<file path="src/rtl/dtap_pkg.sv">
package dtap_pkg;

  typedef enum logic [3:0] {
    ST_RESET, ST_IDLE,
    ST_SELDR, ST_CAPDR, ST_SHDR, ST_EX1DR, ST_PAUDR, ST_EX2DR, ST_UPDDR,
    ST_SELIR, ST_CAPIR, ST_SHIR, ST_EX1IR, ST_PAUIR, ST_EX2IR, ST_UPDIR
  } tapState_e;

  // Strobes from control to datapath; edge strobes are qualified by a TCK rise.
  typedef struct packed {
    logic bsCapIr;
    logic bsShIr;
    logic bsUpdIr;
    logic bsCapDr;
    logic bsShDr;
    logic bsUpdDr;
    logic bsReset;
    logic dbCapIr;
    logic dbShIr;
    logic dbUpdIr;
    logic dbCapDr;
    logic dbShDr;
    logic fall;
    logic inShIr;
    logic inShDr;
    logic dbgOwner;
  } strobe_t;

  function automatic tapState_e tapNext(input tapState_e s, input logic m);
    tapState_e n;
    case (s)
      ST_RESET: n = m ? ST_RESET : ST_IDLE;
      ST_IDLE:  n = m ? ST_SELDR : ST_IDLE;
      ST_SELDR: n = m ? ST_SELIR : ST_CAPDR;
      ST_CAPDR: n = m ? ST_EX1DR : ST_SHDR;
      ST_SHDR:  n = m ? ST_EX1DR : ST_SHDR;
      ST_EX1DR: n = m ? ST_UPDDR : ST_PAUDR;
      ST_PAUDR: n = m ? ST_EX2DR : ST_PAUDR;
      ST_EX2DR: n = m ? ST_UPDDR : ST_SHDR;
      ST_UPDDR: n = m ? ST_SELDR : ST_IDLE;
      ST_SELIR: n = m ? ST_RESET : ST_CAPIR;
      ST_CAPIR: n = m ? ST_EX1IR : ST_SHIR;
      ST_SHIR:  n = m ? ST_EX1IR : ST_SHIR;
      ST_EX1IR: n = m ? ST_UPDIR : ST_PAUIR;
      ST_PAUIR: n = m ? ST_EX2IR : ST_PAUIR;
      ST_EX2IR: n = m ? ST_UPDIR : ST_SHIR;
      ST_UPDIR: n = m ? ST_SELDR : ST_IDLE;
      default:  n = ST_RESET;
    endcase
    return n;
  endfunction

endpackage

</file>
<file path="src/rtl/dtap_fsm.sv">
module dtap_fsm
  import dtap_pkg::*;
(
  input  logic      clk,
  input  logic      rstN,
  input  logic      hold,
  input  logic      step,
  input  logic      tms,
  output tapState_e state
);

  always_ff @(posedge clk or negedge rstN) begin
    if (!rstN)      state <= ST_RESET;
    else if (hold)  state <= ST_RESET;
    else if (step)  state <= tapNext(state, tms);
  end

  // Checker counter: consecutive TMS=1 steps since the last TMS=0 step.
  logic [2:0] onesCnt;
  always_ff @(posedge clk or negedge rstN) begin
    if (!rstN)                    onesCnt <= 3'd5;
    else if (hold)                onesCnt <= 3'd5;
    else if (step && !tms)        onesCnt <= 3'd0;
    else if (step && onesCnt < 5) onesCnt <= onesCnt + 3'd1;
  end

  assert_five_ones_R2: assert property (@(posedge clk) disable iff (!rstN)
    (onesCnt == 3'd5) |-> (state == ST_RESET));

endmodule

</file>
<file path="src/rtl/dtap_ctrl.sv">
module dtap_ctrl
  import dtap_pkg::*;
#(
  parameter int SYNC_STAGES = 2
) (
  input  logic    clk,
  input  logic    rstN,
  input  logic    tckPin,
  input  logic    tmsPin,
  input  logic    tdiPin,
  input  logic    trstNPin,
  input  logic    switchHit,
  output strobe_t st,
  output logic    tdiS,
  output logic    tapRst
);

  localparam int LAST = SYNC_STAGES - 1;

  // One synchronizer word carries all four pins so they stay aligned.
  logic [3:0] syncQ [SYNC_STAGES];
  always_ff @(posedge clk or negedge rstN) begin
    if (!rstN) begin
      for (int i = 0; i < SYNC_STAGES; i++) syncQ[i] <= 4'b0000;
    end else begin
      syncQ[0] <= {trstNPin, tdiPin, tmsPin, tckPin};
      for (int i = 1; i < SYNC_STAGES; i++) syncQ[i] <= syncQ[i-1];
    end
  end

  logic tckS, tmsS, trstS, tckD;
  assign tckS  = syncQ[LAST][0];
  assign tmsS  = syncQ[LAST][1];
  assign tdiS  = syncQ[LAST][2];
  assign trstS = syncQ[LAST][3];
  assign tapRst = !trstS;

  always_ff @(posedge clk or negedge rstN) begin
    if (!rstN) tckD <= 1'b0;
    else       tckD <= tckS;
  end

  logic rise, fall;
  assign rise = tckS && !tckD;
  assign fall = !tckS && tckD;

  logic owner;
  tapState_e bsState, dbState;

  dtap_fsm u_bsFsm (
    .clk(clk), .rstN(rstN), .hold(tapRst || owner),
    .step(rise), .tms(tmsS), .state(bsState)
  );

  dtap_fsm u_dbFsm (
    .clk(clk), .rstN(rstN), .hold(tapRst || !owner),
    .step(rise), .tms(tmsS), .state(dbState)
  );

  always_ff @(posedge clk or negedge rstN) begin
    if (!rstN)        owner <= 1'b0;
    else if (tapRst)  owner <= 1'b0;
    else if (rise && !owner && bsState == ST_UPDIR && switchHit) owner <= 1'b1;
  end

  always_comb begin
    st.bsCapIr  = rise && bsState == ST_CAPIR;
    st.bsShIr   = rise && bsState == ST_SHIR;
    st.bsUpdIr  = rise && bsState == ST_UPDIR;
    st.bsCapDr  = rise && bsState == ST_CAPDR;
    st.bsShDr   = rise && bsState == ST_SHDR;
    st.bsUpdDr  = rise && bsState == ST_UPDDR;
    st.bsReset  = bsState == ST_RESET;
    st.dbCapIr  = rise && dbState == ST_CAPIR;
    st.dbShIr   = rise && dbState == ST_SHIR;
    st.dbUpdIr  = rise && dbState == ST_UPDIR;
    st.dbCapDr  = rise && dbState == ST_CAPDR;
    st.dbShDr   = rise && dbState == ST_SHDR;
    st.fall     = fall;
    st.inShIr   = owner ? (dbState == ST_SHIR) : (bsState == ST_SHIR);
    st.inShDr   = owner ? (dbState == ST_SHDR) : (bsState == ST_SHDR);
    st.dbgOwner = owner;
  end

  assert_owner_sticky_R9: assert property (@(posedge clk) disable iff (!rstN)
    (owner && !tapRst) |=> owner);

  assert_trst_reclaims_R1: assert property (@(posedge clk) disable iff (!rstN)
    tapRst |=> !owner);

  assert_bs_parked_R9: assert property (@(posedge clk) disable iff (!rstN)
    (owner && $past(owner)) |-> (bsState == ST_RESET));

endmodule

</file>
<file path="src/rtl/dtap_dp.sv">
module dtap_dp
  import dtap_pkg::*;
#(
  parameter int          IR_W       = 8,
  parameter int          BSR_LEN    = 8,
  parameter logic [31:0] ID_VALUE   = 32'h1A2B_3C4D,
  parameter logic [7:0]  OP_EXTEST  = 8'h00,
  parameter logic [7:0]  OP_IDCODE  = 8'h10,
  parameter logic [7:0]  OP_SAMPLE  = 8'h20,
  parameter logic [7:0]  OP_SWITCH  = 8'h5A,
  parameter logic [7:0]  OP_DBGRST  = 8'h31,
  parameter logic [7:0]  OP_DBGINT  = 8'h32
) (
  input  logic               clk,
  input  logic               rstN,
  input  logic               tapRst,
  input  strobe_t            st,
  input  logic               tdiS,
  input  logic [BSR_LEN-1:0] bsPinIn,
  output logic               switchHit,
  output logic               tdo,
  output logic               tdoOe,
  output logic [BSR_LEN-1:0] bsPinOut,
  output logic               bsDrive,
  output logic               resetReq,
  output logic               intReq
);

  localparam logic [IR_W-1:0] IR_CAP   = {{(IR_W-2){1'b0}}, 2'b01};
  localparam logic [31:0]     ID_FIXED = {ID_VALUE[31:1], 1'b1};

  // Boundary-scan TAP registers
  logic [IR_W-1:0]    bsIrSh, bsIr;
  logic [31:0]        idSh;
  logic               bsByp;
  logic [BSR_LEN-1:0] bsrSh, bsrUpd;
  logic               selId, selBsr;

  assign selId     = (bsIr == OP_IDCODE);
  assign selBsr    = (bsIr == OP_EXTEST) || (bsIr == OP_SAMPLE);
  assign switchHit = (bsIrSh == OP_SWITCH);

  always_ff @(posedge clk or negedge rstN) begin
    if (!rstN) begin
      bsIrSh <= IR_CAP;
      bsIr   <= OP_IDCODE;
    end else if (tapRst || st.bsReset) begin
      bsIr   <= OP_IDCODE;
    end else begin
      if (st.bsCapIr)     bsIrSh <= IR_CAP;
      else if (st.bsShIr) bsIrSh <= {tdiS, bsIrSh[IR_W-1:1]};
      if (st.bsUpdIr)     bsIr   <= bsIrSh;
    end
  end

  always_ff @(posedge clk or negedge rstN) begin
    if (!rstN) begin
      idSh  <= ID_FIXED;
      bsByp <= 1'b0;
      bsrSh <= '0;
    end else begin
      if (st.bsCapDr && selId)      idSh <= ID_FIXED;
      else if (st.bsShDr && selId)  idSh <= {tdiS, idSh[31:1]};
      if (st.bsCapDr && !selId && !selBsr)     bsByp <= 1'b0;
      else if (st.bsShDr && !selId && !selBsr) bsByp <= tdiS;
      if (st.bsCapDr && selBsr)     bsrSh <= bsPinIn;
      else if (st.bsShDr && selBsr) bsrSh <= {tdiS, bsrSh[BSR_LEN-1:1]};
    end
  end

  always_ff @(posedge clk or negedge rstN) begin
    if (!rstN)                       bsrUpd <= '0;
    else if (tapRst)                 bsrUpd <= '0;
    else if (st.bsUpdDr && selBsr)   bsrUpd <= bsrSh;
  end

  assign bsPinOut = bsrUpd;
  assign bsDrive  = (bsIr == OP_EXTEST) && !st.dbgOwner;

  // Debug TAP registers
  logic [IR_W-1:0] dbIrSh;
  logic            dbByp;

  always_ff @(posedge clk or negedge rstN) begin
    if (!rstN) begin
      dbIrSh <= IR_CAP;
      dbByp  <= 1'b0;
    end else begin
      if (st.dbCapIr)     dbIrSh <= IR_CAP;
      else if (st.dbShIr) dbIrSh <= {tdiS, dbIrSh[IR_W-1:1]};
      if (st.dbCapDr)     dbByp  <= 1'b0;
      else if (st.dbShDr) dbByp  <= tdiS;
    end
  end

  always_ff @(posedge clk or negedge rstN) begin
    if (!rstN) begin
      resetReq <= 1'b0;
      intReq   <= 1'b0;
    end else if (tapRst) begin
      resetReq <= 1'b0;
      intReq   <= 1'b0;
    end else begin
      resetReq <= st.dbUpdIr && (dbIrSh == OP_DBGRST);
      intReq   <= st.dbUpdIr && (dbIrSh == OP_DBGINT);
    end
  end

  // TDO path, updated on falling TCK only
  logic tdoNext, tdoReg;
  always_comb begin
    if (st.inShIr)         tdoNext = st.dbgOwner ? dbIrSh[0] : bsIrSh[0];
    else if (st.dbgOwner)  tdoNext = dbByp;
    else if (selId)        tdoNext = idSh[0];
    else if (selBsr)       tdoNext = bsrSh[0];
    else                   tdoNext = bsByp;
  end

  always_ff @(posedge clk or negedge rstN) begin
    if (!rstN)        tdoReg <= 1'b0;
    else if (st.fall) tdoReg <= tdoNext;
  end

  always_ff @(posedge clk or negedge rstN) begin
    if (!rstN)        tdoOe <= 1'b0;
    else if (tapRst)  tdoOe <= 1'b0;
    else if (st.fall) tdoOe <= st.inShIr || st.inShDr;
  end

  assign tdo = tdoReg;

  assert_tdo_on_fall_R3: assert property (@(posedge clk) disable iff (!rstN)
    !st.fall |=> $stable(tdoReg));

  assert_ir_capture_R4: assert property (@(posedge clk) disable iff (!rstN)
    (st.bsCapIr && !tapRst) |=> (bsIrSh == IR_CAP));

  assert_extest_update_R8: assert property (@(posedge clk) disable iff (!rstN)
    (st.bsUpdDr && selBsr && !tapRst) |=> (bsPinOut == $past(bsrSh)));

  assert_switch_parks_ir_R9: assert property (@(posedge clk) disable iff (!rstN)
    (st.dbgOwner && $past(st.dbgOwner)) |=> (bsIr == OP_IDCODE));

  assert_rst_pulse_R10: assert property (@(posedge clk) disable iff (!rstN)
    resetReq |=> !resetReq);

  assert_int_pulse_R10: assert property (@(posedge clk) disable iff (!rstN)
    intReq |=> !intReq);

  assert_trst_no_req_R11: assert property (@(posedge clk) disable iff (!rstN)
    tapRst |=> (!resetReq && !intReq));

endmodule

</file>
<file path="src/rtl/dual_tap_port.sv">
module dual_tap_port
  import dtap_pkg::*;
#(
  parameter int          SYNC_STAGES = 2,
  parameter int          BSR_LEN     = 8,
  parameter logic [31:0] ID_VALUE    = 32'h1A2B_3C4D
) (
  input  logic               clk,
  input  logic               rstN,
  input  logic               tck,
  input  logic               tms,
  input  logic               tdi,
  input  logic               trstN,
  output logic               tdo,
  output logic               tdoOe,
  input  logic [BSR_LEN-1:0] bsPinIn,
  output logic [BSR_LEN-1:0] bsPinOut,
  output logic               bsDrive,
  output logic               coreResetReq,
  output logic               coreIntReq
);

  strobe_t st;
  logic    tdiS, tapRst, switchHit;

  dtap_ctrl #(.SYNC_STAGES(SYNC_STAGES)) u_ctrl (
    .clk(clk), .rstN(rstN), .tckPin(tck), .tmsPin(tms), .tdiPin(tdi),
    .trstNPin(trstN), .switchHit(switchHit), .st(st), .tdiS(tdiS),
    .tapRst(tapRst)
  );

  dtap_dp #(.BSR_LEN(BSR_LEN), .ID_VALUE(ID_VALUE)) u_dp (
    .clk(clk), .rstN(rstN), .tapRst(tapRst), .st(st), .tdiS(tdiS),
    .bsPinIn(bsPinIn), .switchHit(switchHit), .tdo(tdo), .tdoOe(tdoOe),
    .bsPinOut(bsPinOut), .bsDrive(bsDrive), .resetReq(coreResetReq),
    .intReq(coreIntReq)
  );

endmodule

</file>
<file path="config.mk">
export PLATFORM = sky130hd
export DESIGN_NAME = dual_tap_port
export DESIGN_NICKNAME = d
export VERILOG_FILES = /design/src/rtl/dtap_pkg.sv /design/src/rtl/dtap_fsm.sv /design/src/rtl/dtap_ctrl.sv /design/src/rtl/dtap_dp.sv /design/src/rtl/dual_tap_port.sv
export SDC_FILE = /design/constraint.sdc
export NUM_CORES = 1
export LEC_CHECK = 0
export ABC_AREA = 1
export BUFFER_PORTS_ARGS = -buffer_cell sky130_fd_sc_hd__buf_2
export CORE_ASPECT_RATIO = 0.6
export CORE_MARGIN = 5
export CORE_UTILIZATION = 45
export DETAILED_ROUTE_END_ITERATION = 10
export PLACE_DENSITY = 0.68
export RECOVER_POWER = 50
export SETUP_SLACK_MARGIN = 0.5
export SLEW_MARGIN = 20
export SYNTH_ARGS = -nofsm -noshare
export SYNTH_HDL_FRONTEND = slang
export SYNTH_HIERARCHICAL = 1
export SYNTH_SLANG_ARGS = --single-unit
</file>
<file path="constraint.sdc">
create_clock -name clk -period 2.92 [get_ports clk]
set_input_delay 0.292 -clock clk [delete_from_list [all_inputs] [get_ports clk]]
set_output_delay 0.292 -clock clk [all_outputs]
set_load 0.005 [all_outputs]
</file>
* Word level (Yosys, flattened, before mapping)
Index checks and enable logic that the tools add are counted.
** Storage, ports and cells
- Bits in registers :: 96
- Bits of input ports :: 14
- Output and inout bits :: 13
- Logic and storage cells :: 162
** Operators by class
- Equal/unequal tests :: 38
- Multiplexer cells :: 47
- Bitwise operators :: 1
- Reduce and logical (&&, ||, !) cells :: 58
** Operators by type and width (count)
- $pmux 4 s12 :: 2
- $mux 8 :: 10
- $eq 4x4->1 const B :: 16
- $mux 32 :: 2
- $eq 4x3->1 const B :: 8
- $mux 4 :: 8
- $logic_and 1x1->1 :: 28
- $eq 8x6->1 const B :: 3
- $mux 1 :: 20
- $reduce_bool 2->1 :: 9
- $eq 4x2->1 const B :: 4
- $eq 4x1->1 const B :: 2
- $eq 8x5->1 const B :: 1
- $eq 8x7->1 const B :: 1
- $logic_not 4->1 :: 2
- $logic_not 8->1 :: 1
- $reduce_or 2->1 :: 4
- $logic_not 1->1 :: 6
- $mux 2 :: 3
- $mux 3 :: 2
- $reduce_or 3->1 :: 2
- $logic_or 1x1->1 :: 5
- $ne 2x2->1 const B :: 2
- $ne 2x1->1 const B :: 1
- other kinds (2) :: 2

* Logic depth before layout (Yosys ltp)
- Depth after elaboration :: 7
- Mapped depth :: 11
- Gate-level depth less buffers :: 11

* Modules after synthesis
The synthesis kept the hierarchy.
** By module, submodules not included
- dtap_dp :: instances 1, cells an instance 375, area an instance 3473.3 um^2, sequential area each 1974.4 um^2
- dtap_fsm :: instances 2, cells an instance 72, area an instance 407.9 um^2, sequential area each 100.1 um^2
- dtap_ctrl :: instances 1, cells an instance 66, area an instance 513.0 um^2, sequential area each 250.2 um^2

* Least setup slack after synthesis
OpenSTA, ideal clock, no wires.
- Path kind :: reg-to-reg
- From :: reg u_ctrl.u_bsFsm.state[0]
- To :: reg u_dp.bsrSh[4]
- Library setup time :: 0.126 ns
- Arrival time :: 1.649 ns
- Required time :: 2.794 ns
- Slack :: 1.145 ns
- Cell stages (with the launch flop) :: 10
- Path buffers :: 2
- Period minus slack after synthesis :: 1.775 ns
- Cell sequence :: dfrtp_1 > nand2_1 > inv_2 > nand2_4 > nor2_1 > buf_2 > inv_1 > buf_2 > o21ai_0 > o21ai_0
** RTL lines
- start, declared :: line dtap_fsm.sv:9 : output tapState_e state
- start signal, assigned :: line dtap_fsm.sv:15 : else if (step) state <= tapNext(state, tms);
- end signal, assigned :: line dtap_dp.sv:66 : if (st.bsCapDr && selBsr) bsrSh <= bsPinIn;
- end signal, assigned :: line dtap_dp.sv:67 : else if (st.bsShDr && selBsr) bsrSh <= {tdiS, bsrSh[BSR_LEN-1:1]};
- end, declared :: line dtap_dp.sv:36 : logic [BSR_LEN-1:0] bsrSh, bsrUpd;

==> impl_metrics.json <==
{
  "nFillCells": 976,
  "gp_congestion": 0.903,
  "syn_nets": 599,
  "first_global_vias": 3612,
  "die_x_microns": 143,
  "finalHoldViolations": 0,
  "place_hpwl_microns": 7420,
  "status": "completed",
  "worst-setup-path-type": "flop to flop",
  "yosys_warnings": 6,
  "initial_core_util": 0.458,
  "cp-end-kind": "flop",
  "rsz0062_at_grt": "no",
  "cts.sinks": 96,
  "cts_resized": 0,
  "port_buffers": 26,
  "nets": 626,
  "clkTransAtPathRegs_ns": 0.07,
  "vias": 3976,
  "post-route-period-util": 0.715,
  "first_iter_violations": 388,
  "drive_above_1_share": 0.182,
  "track_usage": 0.170,
  "drt_first_pass_iters": 5,
  "max_cap_violations": 0,
  "ys_seq_elements": 96,
  "tns_ns": 0,
  "setup_viol": 0,
  "clkLatencyLatePin_ns": 0.34,
  "via_per_inst": 5.26,
  "antenna_cells": 0,
  "synth_top_area_cell": "dfrtp_1",
  "area_delta_synth_final_pct": 11.0,
  "maxSlewHeadroom": 0.502,
  "irDropWorstVdd_v": 0.000371,
  "p_per_area_mw_per_mm2": 505,
  "die-area_sq_mm": 0.0129,
  "arrival_ns": 2.30,
  "wl_per_cell_microns": 14.0,
  "core_area_sq_mm": 0.0105,
  "clk_path_buf_depth": 2,
  "ant_nets": 0,
  "tightest_slew_ns": 0.745,
  "grt_max_degree": 62,
  "clock_skew_ns": 0.00977,
  "fin_crit_ns": 2.09,
  "avgSynthCellArea_sq_um": 8.21,
  "die_y_microns": 90.0,
  "boundaryPins": 27,
  "hold_path_class": "input port to flop",
  "overflow": 0,
  "start_kind": "flop",
  "drc": 0,
  "antenna_found_initial": 0,
  "grt_pass1_wl_microns": 17800,
  "slew_violations": 0,
  "p_leak_nw": 2.50,
  "htreeDepth": 3,
  "post-route-util": 0.509,
  "synth_top_area_frac": 0.406,
  "postCtsSetupBuffers": 0,
  "synth.distinct_cells": 38,
  "cts_buffers": 9,
  "synthTopCellsByArea": "dfrtp_1, dfstp_2, nand2_1",
  "worstPathMaxFanout": 46,
  "yosysSeqAreaShare": 0.505,
  "fmax_mhz": 479,
  "syn_area_sq_mm": 0.00480,
  "reg2reg_slack_ns": 0.83,
  "drt_wl_total_microns": 10600,
  "cts_tree": "yes",
  "syn-instance-count": 585,
  "required_ns": 3.13,
  "root_buffer": "clkbuf_16",
  "rows": 29
}
==> routing by layer <==
metal,wire length [microns],GRT usage,vias to the layer above,part of all wire
li1,-,-,1956,-
met1,5290,0.272,1865,0.50
met2,4340,0.221,149,0.41
met3,854,0.0520,6,0.081
met4,65,0.0376,0,0.0062
met5,0,0,-,0
==> cells by family after synthesis <==
kind of cell | Yosys count | share of synthesized area
and+or+nand+nor | 259 | 0.249
buffers and inverters | 118 | 0.107
AOI/OAI and AO/OA | 112 | 0.139
DFF | 96 | 0.505
==> per-stage QoR <==
stage / cell area, sq um / instances / total power [W] / worst slack [ns] / hold WS, ns
after floorplan: 4800 / 585 / 0.00146 / 1.15 / -0.00359
final: 5330 / 756 / 0.00269 / 0.832 / 0.0507
after global placement: 5030 / 739 / 0.00152 / 0.959 / 0.275
after detailed placement: 5030 / 739 / 0.00153 / 0.852 / 0.283
after CTS: 5340 / 756 / 0.00273 / 0.835 / 0.0411
after global routing: 5330 / 756 / 0.00280 / 0.640 / 0.0321
==> worst max-delay path, cell delays in order (launching register included) <==
cell and delay [ns]:
dfrtp_1 0.61, inv_1 0.14, nand2_1 0.10, nor2_1 0.05, buf_4 0.17, o21ai_4 0.46, inv_8 0.19, nand3_1 0.12
o21ai_0 0.09
==> where the power goes <==
group	switching (W)	leakage (nW)	internal [W]
Sequential	0.0000211	1.20	0.00136
Combinational	0.0000796	1.14	0.0000366
Clock	0.000521	0.151	0.000673
Total	0.000622	2.50	0.00207
==> layout by cell type, fill, tap and decap left out, types with 2 or more instances in the layout <==
master / instances
nand2_1: 116
inv_1: 84
dfrtp_1: 78
nor2_1: 50
nand3_1: 44
o21ai_0: 41
dfstp_2: 18
buf_2: 17
o21ai_1: 17
inv_2: 16
o22ai_1: 16
nand4_1: 15
a21oi_1: 13
clkbuf_16: 9
clkbuf_1: 8
nor2_2: 8
nor3_1: 7
o21ai_2: 7
nor2_4: 6
o31ai_1: 5
clkinv_2: 4
inv_6: 4
nand2_2: 4
nand3_2: 4
buf_4: 3
a21oi_2: 3
a22oi_1: 3
nand2_4: 2
o21a_1: 2
or2_2: 2
==> layout make-up <==
cell class	count	area (sq um)	area share
clock inverter	7	75.1	0.0141
sequential	96	2420	0.455
multi-input combinational	371	1860	0.349
inverter	104	403	0.0756
clock buffer	9	225	0.0422
timing repair buffer	30	168	0.0314
tap	139	174	0.0326
==> state kept, by name (all words and copies together), names as in the netlist, 4 cells and up <==
name                  cells
u_ctrl/u_bsFsm/state      4
u_ctrl/u_dbFsm/state      4
u_ctrl/syncQ              7
u_dp/bsrSh                8
u_dp/bsPinOut             8
u_dp/bsIr                 8
u_dp/bsIrSh               8
u_dp/dbIrSh               8
u_dp/idSh                32
==> what timing repair did <==
action	in CTS	in global routing
hold endpoints to repair	34	0
setup endpoints to repair	0	0
hold buffers	1	0
==> worst paths after layout <==
| kind | from | end | cells after the start |
|---|---|---|---|
| max in group asynchronous | rstN | u_dp/idSh[25]$_DFFE_PN1P_ | 3 |
| max reg2reg | u_ctrl/u_bsFsm/state[2]$_DFFE_PN0P_ | u_dp/idSh[22]$_DFFE_PN0P_ | 8 |
| min reg2reg | u_ctrl/syncQ[4]$_DFF_PN0_ | u_ctrl/syncQ[0]$_DFF_PN0_ | 0 |
| max | u_ctrl/u_bsFsm/state[2]$_DFFE_PN0P_ | u_dp/idSh[22]$_DFFE_PN0P_ | 8 |
| min | tdi | u_ctrl/syncQ[6]$_DFF_PN0_ | 1 |
| min in group asynchronous | rstN | u_dp/bsPinOut[6]$_DFFE_PN0P_ | 2 |
==> cells in the mapped netlist, drive strengths merged <==
cell type	instances
nor2	64
o21a	2
a211oi	1
inv	102
clkbuf	1
a22oi	3
a32oi	1
a21oi	16
dfrtp	78
o32ai	1
nand4	15
nand3	48
clkinv	2
o22ai	16
o31ai	5
or2	2
nand2	122
nor4	1
o21ai	66
o211ai	1
dfstp	18
buf	13
nor3	7
Power figures use the tool's default switching activity.
